==> config.mk <==
export PLATFORM = sky130hd
export DESIGN_NAME = gpio_bank
export DESIGN_NICKNAME = d
export VERILOG_FILES = /design/src/rtl/gpio_bank_pkg.sv /design/src/rtl/gpio_rst_sync.sv /design/src/rtl/gpio_sync2.sv /design/src/rtl/gpio_port_regs.sv /design/src/rtl/gpio_pad_mux.sv /design/src/rtl/gpio_bank.sv
export SDC_FILE = /design/constraint.sdc
export NUM_CORES = 1
export LEC_CHECK = 0
export ABC_AREA = 1
export BUFFER_PORTS_ARGS = -buffer_cell sky130_fd_sc_hd__buf_4
export CORE_ASPECT_RATIO = 1.4
export CORE_MARGIN = 2
export CORE_UTILIZATION = 48
export DETAILED_ROUTE_END_ITERATION = 16
export PLACE_DENSITY = 0.86
export SYNTH_ARGS = -nofsm -noshare
export SYNTH_HDL_FRONTEND = slang
export SYNTH_SLANG_ARGS = --single-unit
==> constraint.sdc <==
create_clock -name clk -period 5.8 [get_ports clk]
set_input_delay 1.16 -clock clk [delete_from_list [all_inputs] [get_ports clk]]
set_output_delay 1.16 -clock clk [all_outputs]
set_load 0.1 [all_outputs]
==> src/rtl/gpio_bank_pkg.sv <==
package gpio_bank_pkg;

  typedef enum logic [1:0] {
    SEL_DATA = 2'd0,
    SEL_DIR  = 2'd1,
    SEL_PULL = 2'd2,
    SEL_ALT  = 2'd3
  } reg_sel_e;

  typedef enum logic [1:0] {
    ROLE_PLAIN  = 2'd0,
    ROLE_ADLO   = 2'd1,
    ROLE_ADHI   = 2'd2,
    ROLE_STROBE = 2'd3
  } port_role_e;

endpackage

==> src/rtl/gpio_rst_sync.sv <==
module gpio_rst_sync (
  input  logic clk,
  input  logic rst_n_raw,
  output logic rst_n_sync
);
  logic [1:0] stage_q;
  logic [1:0] stage_d;

  always_comb stage_d = {stage_q[0], 1'b1};

  always_ff @(posedge clk or negedge rst_n_raw) begin
    if (!rst_n_raw) stage_q <= '0;
    else            stage_q <= stage_d;
  end

  assign rst_n_sync = stage_q[1];
endmodule

==> src/rtl/gpio_sync2.sv <==
module gpio_sync2 #(
  parameter int W = 8
) (
  input  logic         clk,
  input  logic         rst_n,
  input  logic [W-1:0] d,
  output logic [W-1:0] q
);
  logic [W-1:0] meta_q;
  logic [W-1:0] sync_q;

  always_ff @(posedge clk or negedge rst_n) begin
    if (!rst_n) begin
      meta_q <= '0;
      sync_q <= '0;
    end else begin
      meta_q <= d;
      sync_q <= meta_q;
    end
  end

  assign q = sync_q;
endmodule

==> src/rtl/gpio_port_regs.sv <==
module gpio_port_regs
  import gpio_bank_pkg::*;
#(
  parameter int PW       = 8,
  parameter bit HAS_PULL = 1'b1
) (
  input  logic          clk,
  input  logic          rst_n,
  input  logic          soft_rst,
  input  logic          wr_en,
  input  reg_sel_e      wr_sel,
  input  logic [PW-1:0] wr_data,
  output logic [PW-1:0] data_q,
  output logic [PW-1:0] dir_q,
  output logic [PW-1:0] pull_q,
  output logic [PW-1:0] alt_q
);
  logic          data_en, dir_en, alt_en;
  logic [PW-1:0] data_d, dir_d, alt_d;

  // next-state and enables; soft reset wins over a write
  always_comb begin
    data_en = soft_rst | (wr_en & (wr_sel == SEL_DATA));
    dir_en  = soft_rst | (wr_en & (wr_sel == SEL_DIR));
    alt_en  = soft_rst | (wr_en & (wr_sel == SEL_ALT));
    data_d  = soft_rst ? '0 : wr_data;
    dir_d   = soft_rst ? '0 : wr_data;
    alt_d   = soft_rst ? '0 : wr_data;
  end

  always_ff @(posedge clk or negedge rst_n) begin
    if (!rst_n) begin
      data_q <= '0;
      dir_q  <= '0;
      alt_q  <= '0;
    end else begin
      if (data_en) data_q <= data_d;
      if (dir_en)  dir_q  <= dir_d;
      if (alt_en)  alt_q  <= alt_d;
    end
  end

  generate
    if (HAS_PULL) begin : g_pull
      logic          pull_en;
      logic [PW-1:0] pull_d;
      logic [PW-1:0] pull_r;

      always_comb begin
        pull_en = soft_rst | (wr_en & (wr_sel == SEL_PULL));
        pull_d  = soft_rst ? '0 : wr_data;
      end

      always_ff @(posedge clk or negedge rst_n) begin
        if (!rst_n)       pull_r <= '0;
        else if (pull_en) pull_r <= pull_d;
      end

      assign pull_q = pull_r;
    end else begin : g_nopull
      assign pull_q = '0;
    end
  endgenerate
endmodule

==> src/rtl/gpio_pad_mux.sv <==
module gpio_pad_mux
  import gpio_bank_pkg::*;
#(
  parameter int         PW       = 8,
  parameter port_role_e ROLE     = ROLE_PLAIN,
  parameter int         PSEN_BIT = 4,
  parameter int         ALE_BIT  = 5
) (
  input  logic          ea_n,
  input  logic          rst_n_pin,
  input  logic [PW-1:0] data_q,
  input  logic [PW-1:0] dir_q,
  input  logic [PW-1:0] pull_q,
  input  logic [PW-1:0] alt_q,
  input  logic [PW-1:0] alt_out,
  input  logic [PW-1:0] alt_oe,
  input  logic [PW-1:0] bus_addr_hi,
  input  logic [PW-1:0] bus_ad_out,
  input  logic          bus_ad_oe,
  input  logic          bus_psen,
  input  logic          bus_ale,
  output logic [PW-1:0] pad_out,
  output logic [PW-1:0] pad_oe,
  output logic [PW-1:0] pad_pu
);
  logic [PW-1:0] strobe_m;
  logic [PW-1:0] force_m, force_o, force_e;
  logic [PW-1:0] reg_o, reg_e;

  always_comb begin
    strobe_m = '0;
    if (ROLE == ROLE_STROBE) begin
      strobe_m[PSEN_BIT] = 1'b1;
      strobe_m[ALE_BIT]  = 1'b1;
    end

    force_m = '0;
    force_o = '0;
    force_e = '0;
    if (!ea_n) begin
      case (ROLE)
        ROLE_ADLO: begin
          force_m = '1;
          force_o = bus_ad_out;
          force_e = {PW{bus_ad_oe}};
        end
        ROLE_ADHI: begin
          force_m = '1;
          force_o = bus_addr_hi;
          force_e = '1;
        end
        ROLE_STROBE: begin
          force_m           = strobe_m;
          force_o[PSEN_BIT] = bus_psen;
          force_o[ALE_BIT]  = bus_ale;
          force_e           = strobe_m;
        end
        default: ;
      endcase
    end

    // register side: alternate select overrides data/direction per bit
    reg_o = (alt_q & alt_out) | (~alt_q & data_q);
    reg_e = (alt_q & alt_oe)  | (~alt_q & dir_q);

    pad_out = (force_m & force_o) | (~force_m & reg_o);
    pad_oe  = ((force_m & force_e) | (~force_m & reg_e)) & {PW{rst_n_pin}};
    pad_pu  = pull_q | (strobe_m & {PW{~rst_n_pin & ~ea_n}});
  end
endmodule

==> src/rtl/gpio_bank.sv <==
module gpio_bank
  import gpio_bank_pkg::*;
#(
  parameter int                 N_PORTS    = 4,
  parameter int                 PW         = 8,
  parameter int                 AD_PORT    = 0,
  parameter int                 AH_PORT    = 1,
  parameter int                 STB_PORT   = 3,
  parameter int                 PSEN_BIT   = 4,
  parameter int                 ALE_BIT    = 5,
  parameter logic [N_PORTS-1:0] PULL_PORTS = 4'b0111,
  localparam int                IDX_W      = (N_PORTS > 1) ? $clog2(N_PORTS) : 1,
  localparam int                ADDR_W     = IDX_W + 2,
  localparam int                BITS       = N_PORTS * PW
) (
  input  logic              clk,
  input  logic              rst_n,
  input  logic              soft_rst,
  input  logic              ea_n,
  input  logic [ADDR_W-1:0] reg_addr,
  input  logic              reg_we,
  input  logic [7:0]        reg_wdata,
  output logic [7:0]        reg_rdata,
  input  logic [BITS-1:0]   pin_in,
  output logic [BITS-1:0]   pin_out,
  output logic [BITS-1:0]   pin_oe,
  output logic [BITS-1:0]   pin_pu,
  input  logic [BITS-1:0]   alt_out,
  input  logic [BITS-1:0]   alt_oe,
  output logic [BITS-1:0]   sync_in,
  input  logic [PW-1:0]     bus_addr_hi,
  input  logic [PW-1:0]     bus_ad_out,
  input  logic              bus_ad_oe,
  input  logic              bus_psen,
  input  logic              bus_ale
);
  logic            rst_n_int;
  logic [BITS-1:0] data_all, dir_all, pull_all, alt_all;
  logic [IDX_W-1:0] idx;
  reg_sel_e        sel;

  assign idx = reg_addr[ADDR_W-1:2];
  assign sel = reg_sel_e'(reg_addr[1:0]);

  gpio_rst_sync u_rst_sync (
    .clk        (clk),
    .rst_n_raw  (rst_n),
    .rst_n_sync (rst_n_int)
  );

  gpio_sync2 #(.W(BITS)) u_sync (
    .clk   (clk),
    .rst_n (rst_n_int),
    .d     (pin_in),
    .q     (sync_in)
  );

  generate
    for (genvar p = 0; p < N_PORTS; p++) begin : g_port
      localparam port_role_e ROLE = (p == AD_PORT)  ? ROLE_ADLO :
                                    (p == AH_PORT)  ? ROLE_ADHI :
                                    (p == STB_PORT) ? ROLE_STROBE : ROLE_PLAIN;
      logic wr_hit;
      assign wr_hit = reg_we & (idx == IDX_W'(p));

      gpio_port_regs #(.PW(PW), .HAS_PULL(PULL_PORTS[p])) u_regs (
        .clk      (clk),
        .rst_n    (rst_n_int),
        .soft_rst (soft_rst),
        .wr_en    (wr_hit),
        .wr_sel   (sel),
        .wr_data  (reg_wdata[PW-1:0]),
        .data_q   (data_all[p*PW +: PW]),
        .dir_q    (dir_all[p*PW +: PW]),
        .pull_q   (pull_all[p*PW +: PW]),
        .alt_q    (alt_all[p*PW +: PW])
      );

      gpio_pad_mux #(.PW(PW), .ROLE(ROLE), .PSEN_BIT(PSEN_BIT), .ALE_BIT(ALE_BIT)) u_mux (
        .ea_n        (ea_n),
        .rst_n_pin   (rst_n),
        .data_q      (data_all[p*PW +: PW]),
        .dir_q       (dir_all[p*PW +: PW]),
        .pull_q      (pull_all[p*PW +: PW]),
        .alt_q       (alt_all[p*PW +: PW]),
        .alt_out     (alt_out[p*PW +: PW]),
        .alt_oe      (alt_oe[p*PW +: PW]),
        .bus_addr_hi (bus_addr_hi),
        .bus_ad_out  (bus_ad_out),
        .bus_ad_oe   (bus_ad_oe),
        .bus_psen    (bus_psen),
        .bus_ale     (bus_ale),
        .pad_out     (pin_out[p*PW +: PW]),
        .pad_oe      (pin_oe[p*PW +: PW]),
        .pad_pu      (pin_pu[p*PW +: PW])
      );
    end
  endgenerate

  // combinational readback
  always_comb begin
    logic [PW-1:0] d, r, s;
    reg_rdata = '0;
    d = '0;
    r = '0;
    s = '0;
    if (32'(idx) < N_PORTS) begin
      d = data_all[idx*PW +: PW];
      r = dir_all[idx*PW +: PW];
      s = sync_in[idx*PW +: PW];
      case (sel)
        SEL_DATA: reg_rdata[PW-1:0] = (r & d) | (~r & s);
        SEL_DIR:  reg_rdata[PW-1:0] = r;
        SEL_PULL: reg_rdata[PW-1:0] = pull_all[idx*PW +: PW];
        SEL_ALT:  reg_rdata[PW-1:0] = alt_all[idx*PW +: PW];
        default:  reg_rdata = '0;
      endcase
    end
  end
endmodule

-- Yosys cells after proc, flatten, opt, wreduce, memory -nomap -nowiden
Cells that the tools add are included.
W data, S select, Z words.
- input bits: 132
- register bits after elaboration: 186
- word-level logic and storage cells: 132
- multiplexer cells: 8
- shift operators: 5
- reduce and logical (&&, ||, !) cells: 2
- bitwise operators: 93
- equal/unequal tests: 6
- operator list (cell ; number):
    $and A8 B8 Y8 ; 32
    $shiftx A32 B6 Y8 ; 5
    $or A8 B8 Y8 ; 15
    $not A8 Y8 ; 6
    $mux W8 ; 5
    $pmux W8 S4 ; 1
    $and A1 B1 Y1 ; 20
    $or A1 B1 Y1 ; 15
    $and A6 B6 Y6 ; 2
    $eq A2 B2 Y1 const B ; 4
    $not A6 Y8 ; 1
    $mux W6 ; 1
    $eq A2 B1 Y1 const B ; 2
    $logic_not A2 Y1 ; 2
    $mux W2 ; 1
    $not A1 Y1 ; 2

-- Longest topological paths before layout
- depth in word-level cells: 6
- depth in mapped cells: 10
- gate-level depth less buffers: 8

-- By module
From an unflattened synthesis, not the netlist that was laid out.
- cells, all modules: 1474
- area, all modules: 10581.4 um^2
- by module, submodules not included (module ; cells an instance ; area an instance (um^2) ; times used):
    gpio_port_regs at g_port[0].u_regs ... ; 163 ; 1446.4 ; 3
    gpio_bank ; 406 ; 1742.9 ; 1
    gpio_sync2 ; 64 ; 1601.5 ; 1
    gpio_port_regs at g_port[3].u_regs ; 135 ; 1162.4 ; 1
    gpio_pad_mux at g_port[1].u_mux ; 124 ; 544.3 ; 1
    gpio_pad_mux at g_port[0].u_mux ; 100 ; 455.4 ; 1
    gpio_pad_mux at g_port[2].u_mux ; 73 ; 341.6 ; 1
    gpio_pad_mux at g_port[3].u_mux ; 80 ; 340.3 ; 1
    gpio_rst_sync ; 3 ; 53.8 ; 1

-- Least setup slack after synthesis
Ideal clock, no wire load.
- path kind: input -> output
- start: in ea_n
- end: out pin_out[10]
- arrival time: 3.812 ns
- buffers on the path: 2
- required time: 4.640 ns
- stages on the path: 4
- slack: 0.828 ns
- cells stage by stage: clkbuf_1 clkbuf_1 o21ai_0 o21ai_0
- cells in the longest elaborated chain, start to end: 4
- elaborated cells between the ends (all ways): 6
- classes of those cells: mux: 2; bitwise: 4
- ends and longest elaborated chain (element ; RTL line ; text):
    start, declared ; gpio_bank.sv:19 ; input logic ea_n,
    $mux W8 ; gpio_pad_mux.sv:40 ; if (!ea_n) begin
    $not A8 Y8 ; gpio_pad_mux.sv:66 ; pad_out = (force_m & force_o) | (~force_m & reg_o);
    $and A8 B8 Y8 ; gpio_pad_mux.sv:66 ;
    $or A8 B8 Y8 * ; gpio_pad_mux.sv:66 ;
    end, declared ; gpio_bank.sv:25 ; output logic [BITS-1:0] pin_out,
Mark *: on every way between the ends. The rest lies on a longest branch, timed or not.

-- Final worst setup path
- start: in reg_addr[2]
- end: out reg_rdata[7]
- cells in the longest elaborated chain, start to end: 5
- elaborated cells between the ends (all ways): 10
- classes of those cells: shift: 5; mux: 1; bitwise: 4
- ends and longest elaborated chain (element ; RTL line ; text):
    start, declared ; gpio_bank.sv:20 ; input logic [ADDR_W-1:0] reg_addr,
    $shiftx A32 B6 Y8 ; gpio_bank.sv:109 ; r = dir_all[idx*PW +: PW];
    $not A8 Y8 ; gpio_bank.sv:112 ; SEL_DATA: reg_rdata[PW-1:0] = (r & d) | (~r & s);
    $and A8 B8 Y8 ; gpio_bank.sv:112 ;
    $or A8 B8 Y8 ; gpio_bank.sv:112 ;
    $pmux W8 S4 * ; gpio_bank.sv:111 ; case (sel)
    end, declared ; gpio_bank.sv:23 ; output logic [7:0] reg_rdata,
Marks and branches as above.

==> results.md <==
* Status: complete, no violations
* Root Driver: clkbuf_16
* GR met3 Demand/Resource at 0.0610
* Max Cap Viol at 0
* Vert. Die Dim at 170 µm
* WP data required at 4.64 ns
* Final hold violations at 0
* Reg clk slew, reported paths at 0.07 ns
* Row count at 60
* # diodes at 0
* Crit path kind: primary input to primary output
* Share of layout cells above drive strength 1 at 0.223
* Adder-Cell Fraction of Synth Area at 0
* Synthesis warning total at 0
* Via count at 9,549
* Die W at 123 µm
* FF-to-FF path depth at 1
* First-pass GRT wire length at 49.9 mm
* Initial DRC count at 1,053
* Clk Latency, worst-skew pair at 0.44 ns
* Starting Density at 0.491
* Most common cell in the synthesized netlist: nand2_1
* Sink Count at 186
* Gpl congestion at 1.03
* Syn Inst Count at 1,242
* TritonCTS Buffers at 17
* ANT nets after route at 0
* Min cycle time layout at 4.41 ns
* Clock skew at 0.00441 ns
* Largest cells by area after synthesis: dfrtp_1, nand2_1, o21ai_0, nand3_1, inv_1
* Crit path max fanout at 68
* Post-Syn Area per Cell at 7.63 µm²
* Element type at the critical path end: primary output
* Final period util at 0.761
* Slew @ Worst Pin at 1.13 ns
* Wirelength per Cell at 19.3 µm
* Multi-input gate area at 3960 µm²
* WHS Path Cells at 0
* I/O Buffers at 261
* Fill cells at 1,665
* Clock buffer depth at 2
* Netlist cell types at 25
* H-tree depth at 4
* R2r setup slk at 3.92 ns
* Largest area contributor in the netlist: dfrtp_1
* DP Worst Slack at 1.44 ns
* Final Slew Violations at 0
* Compound-Gate Fraction of Synth Area at 0.146
* Hold_buf cts at 0
* Tightest Hold Check Type: flop to flop
* Sequential cell area fraction in the yosys report at 0.491
* Drt via density at 5.56
* Fraction of registers with async set/reset at 1.00
* CTS tree: yes
* Yosys top cell area share at 0.491
* PD cells at 316 nW/µm²
* Post-synthesis mux area share at 0
* Worst setup margin at 1.39 ns
* Number of global-route vias before repair at 9,166
* Die ar. at 20,900 µm²
* Max VDD drop at 0.000267 V
* Startpoint types: primary input
* CTS resizes at 0
* Flip-flop and latch area at 4660 µm²
* Core footprint at 19,300 µm²
* Crit Reg-Reg Startpoint: u_rst_sync.stage_q[1]
* Total grt overflow at 0
* Layout Utilization at 0.620
* Post-synth EDFFs at 0
* Final WL at 33.2 mm
* Met1 global-route usage at 0.376
* Worst reg2reg path endpoint: g_port[1].u_regs.dir_q[3]
* Seq cells post-synth at 186
* Largest net degree at the start of global routing at 85
* First-pass detailed-route iteration total at 6
* Largest family of logic cells by synthesized area: simple AND/OR/NAND/NOR gates
* Top_reg_cell synth: dfrtp_1
* Io pins at 268
* Slew headroom at 0.247
* Initial antenna violation count at 0
* Leakage at 5.95 nW
* All-layer global routing usage at 0.320
* DR DRC count at 0
* Endpoints failing setup at 0
* Fmax at 0.227 GHz
* Syn Std Cell Area at 9480 µm²
* Synth top cells by count: nand2_1, dfrtp_1, o21ai_0
* RSZ-0062 raised after global routing: no
* Setup_tns at 0 ns
* Nets@finish at 1,588
* Hold Path Origin: u_sync.meta_q[24]
* Setup bufs post-CTS at 0
* Post-synthesis xor/xnor area fraction at 0
* Data arrival, critical path at 3.25 ns
* Synth-to-layout area growth at 26.2%
* Global Route met2 Usage at 0.518
* WHS Endpoint: u_sync.q[24]
* GRT Max-Usage Layer: met2
* DPL Wire Length at 24.7 mm
* Simple-gate share of the synthesized area at 0.268
==> layout make-up <==
class / count / area share
sequential: 186 / 0.389
multi-input combinational: 869 / 0.331
timing repair buffer: 263 / 0.165
inverter: 119 / 0.0375
clock buffer: 17 / 0.0355
tap: 248 / 0.0259
clock inverter: 15 / 0.0162
==> worst max path at each step <==
stage / from / endpoint / slack, ns / depth (start not counted)
floorplan: u_rst_sync.stage_q[1] / g_port[0].u_regs.alt_q[0] / 0.23 / 0
global placement: reg_addr[2] / reg_rdata[6] / 1.47 / 9
detailed placement: reg_addr[2] / reg_rdata[6] / 1.44 / 9
CTS: reg_addr[2] / reg_rdata[6] / 1.45 / 9
global route: reg_addr[2] / reg_rdata[4] / 1.19 / 9
finish: reg_addr[2] / reg_rdata[7] / 1.39 / 9
==> critical path, stage by stage <==
cell and delay, ns:
buf_4 0.55, inv_2 0.51, nor2_8 0.31, nand3_1 0.11, nand2_1 0.08, nor2_1 0.05
nor2_1 0.08, nand2_1 0.10, buf_4 0.25
==> per-layer routing <==
| layer | share of wire | vias to the layer above |
|---|---|---|
| met1 | 0.35 | 4409 |
| met4 | 0.078 | 0 |
| met3 | 0.089 | 149 |
| met5 | 0 | - |
| met2 | 0.48 | 597 |
| li1 | - | 4394 |
==> metrics by stage <==
step / cell area, µm² / instances / total power [W] / hold WS [ns]
after floorplan: 9500 / 1247 / 0.00228 / 0.331
after global placement: 11300 / 1685 / 0.00257 / 0.331
after detailed placement: 11300 / 1685 / 0.00259 / 0.335
after CTS: 12000 / 1717 / 0.00377 / 0.351
after global routing: 12000 / 1717 / 0.00390 / 0.354
final: 12000 / 1717 / 0.00378 / 0.351
==> layout by cell type (no fill, tap or decap), types with 4 or more instances in the layout <==
master       n
nor2_1      69
clkinv_8     4
nand2_1    390
conb_1       7
inv_1      111
buf_4      263
inv_8        5
inv_2        6
o21ai_4      8
dfrtp_1    185
a21oi_1     51
nand3_1    132
o21ai_1     20
inv_6        4
o21ai_0    175
clkbuf_16   17
==> state kept, by name (all words and copies together), names as in the netlist <==
name,count
u_rst_sync.stage_q,2
g_port.u_regs.alt_q,32
g_port.u_regs.data_q,32
g_port.u_regs.pull_q,24
u_sync.q,32
u_sync.meta_q,32
g_port.u_regs.dir_q,32
==> power breakdown <==
part,leakage [nW],switching (W),total [W],internal [W]
sequential,2.35,0.0000976,0.00148,0.00138
clock,0.300,0.000583,0.00121,0.000626
combinational,3.30,0.000859,0.00110,0.000240
==> kinds of logic (layout without fill, tap and decap cells) <==
group,count (synthesis),count (layout)
other,2,7
DFF,186,186
and+or+nand+nor,605,605
buffers and inverters,192,414
AOI/OAI and AO/OA,257,257
No activity file was read; power rests on OpenSTA's default activity.
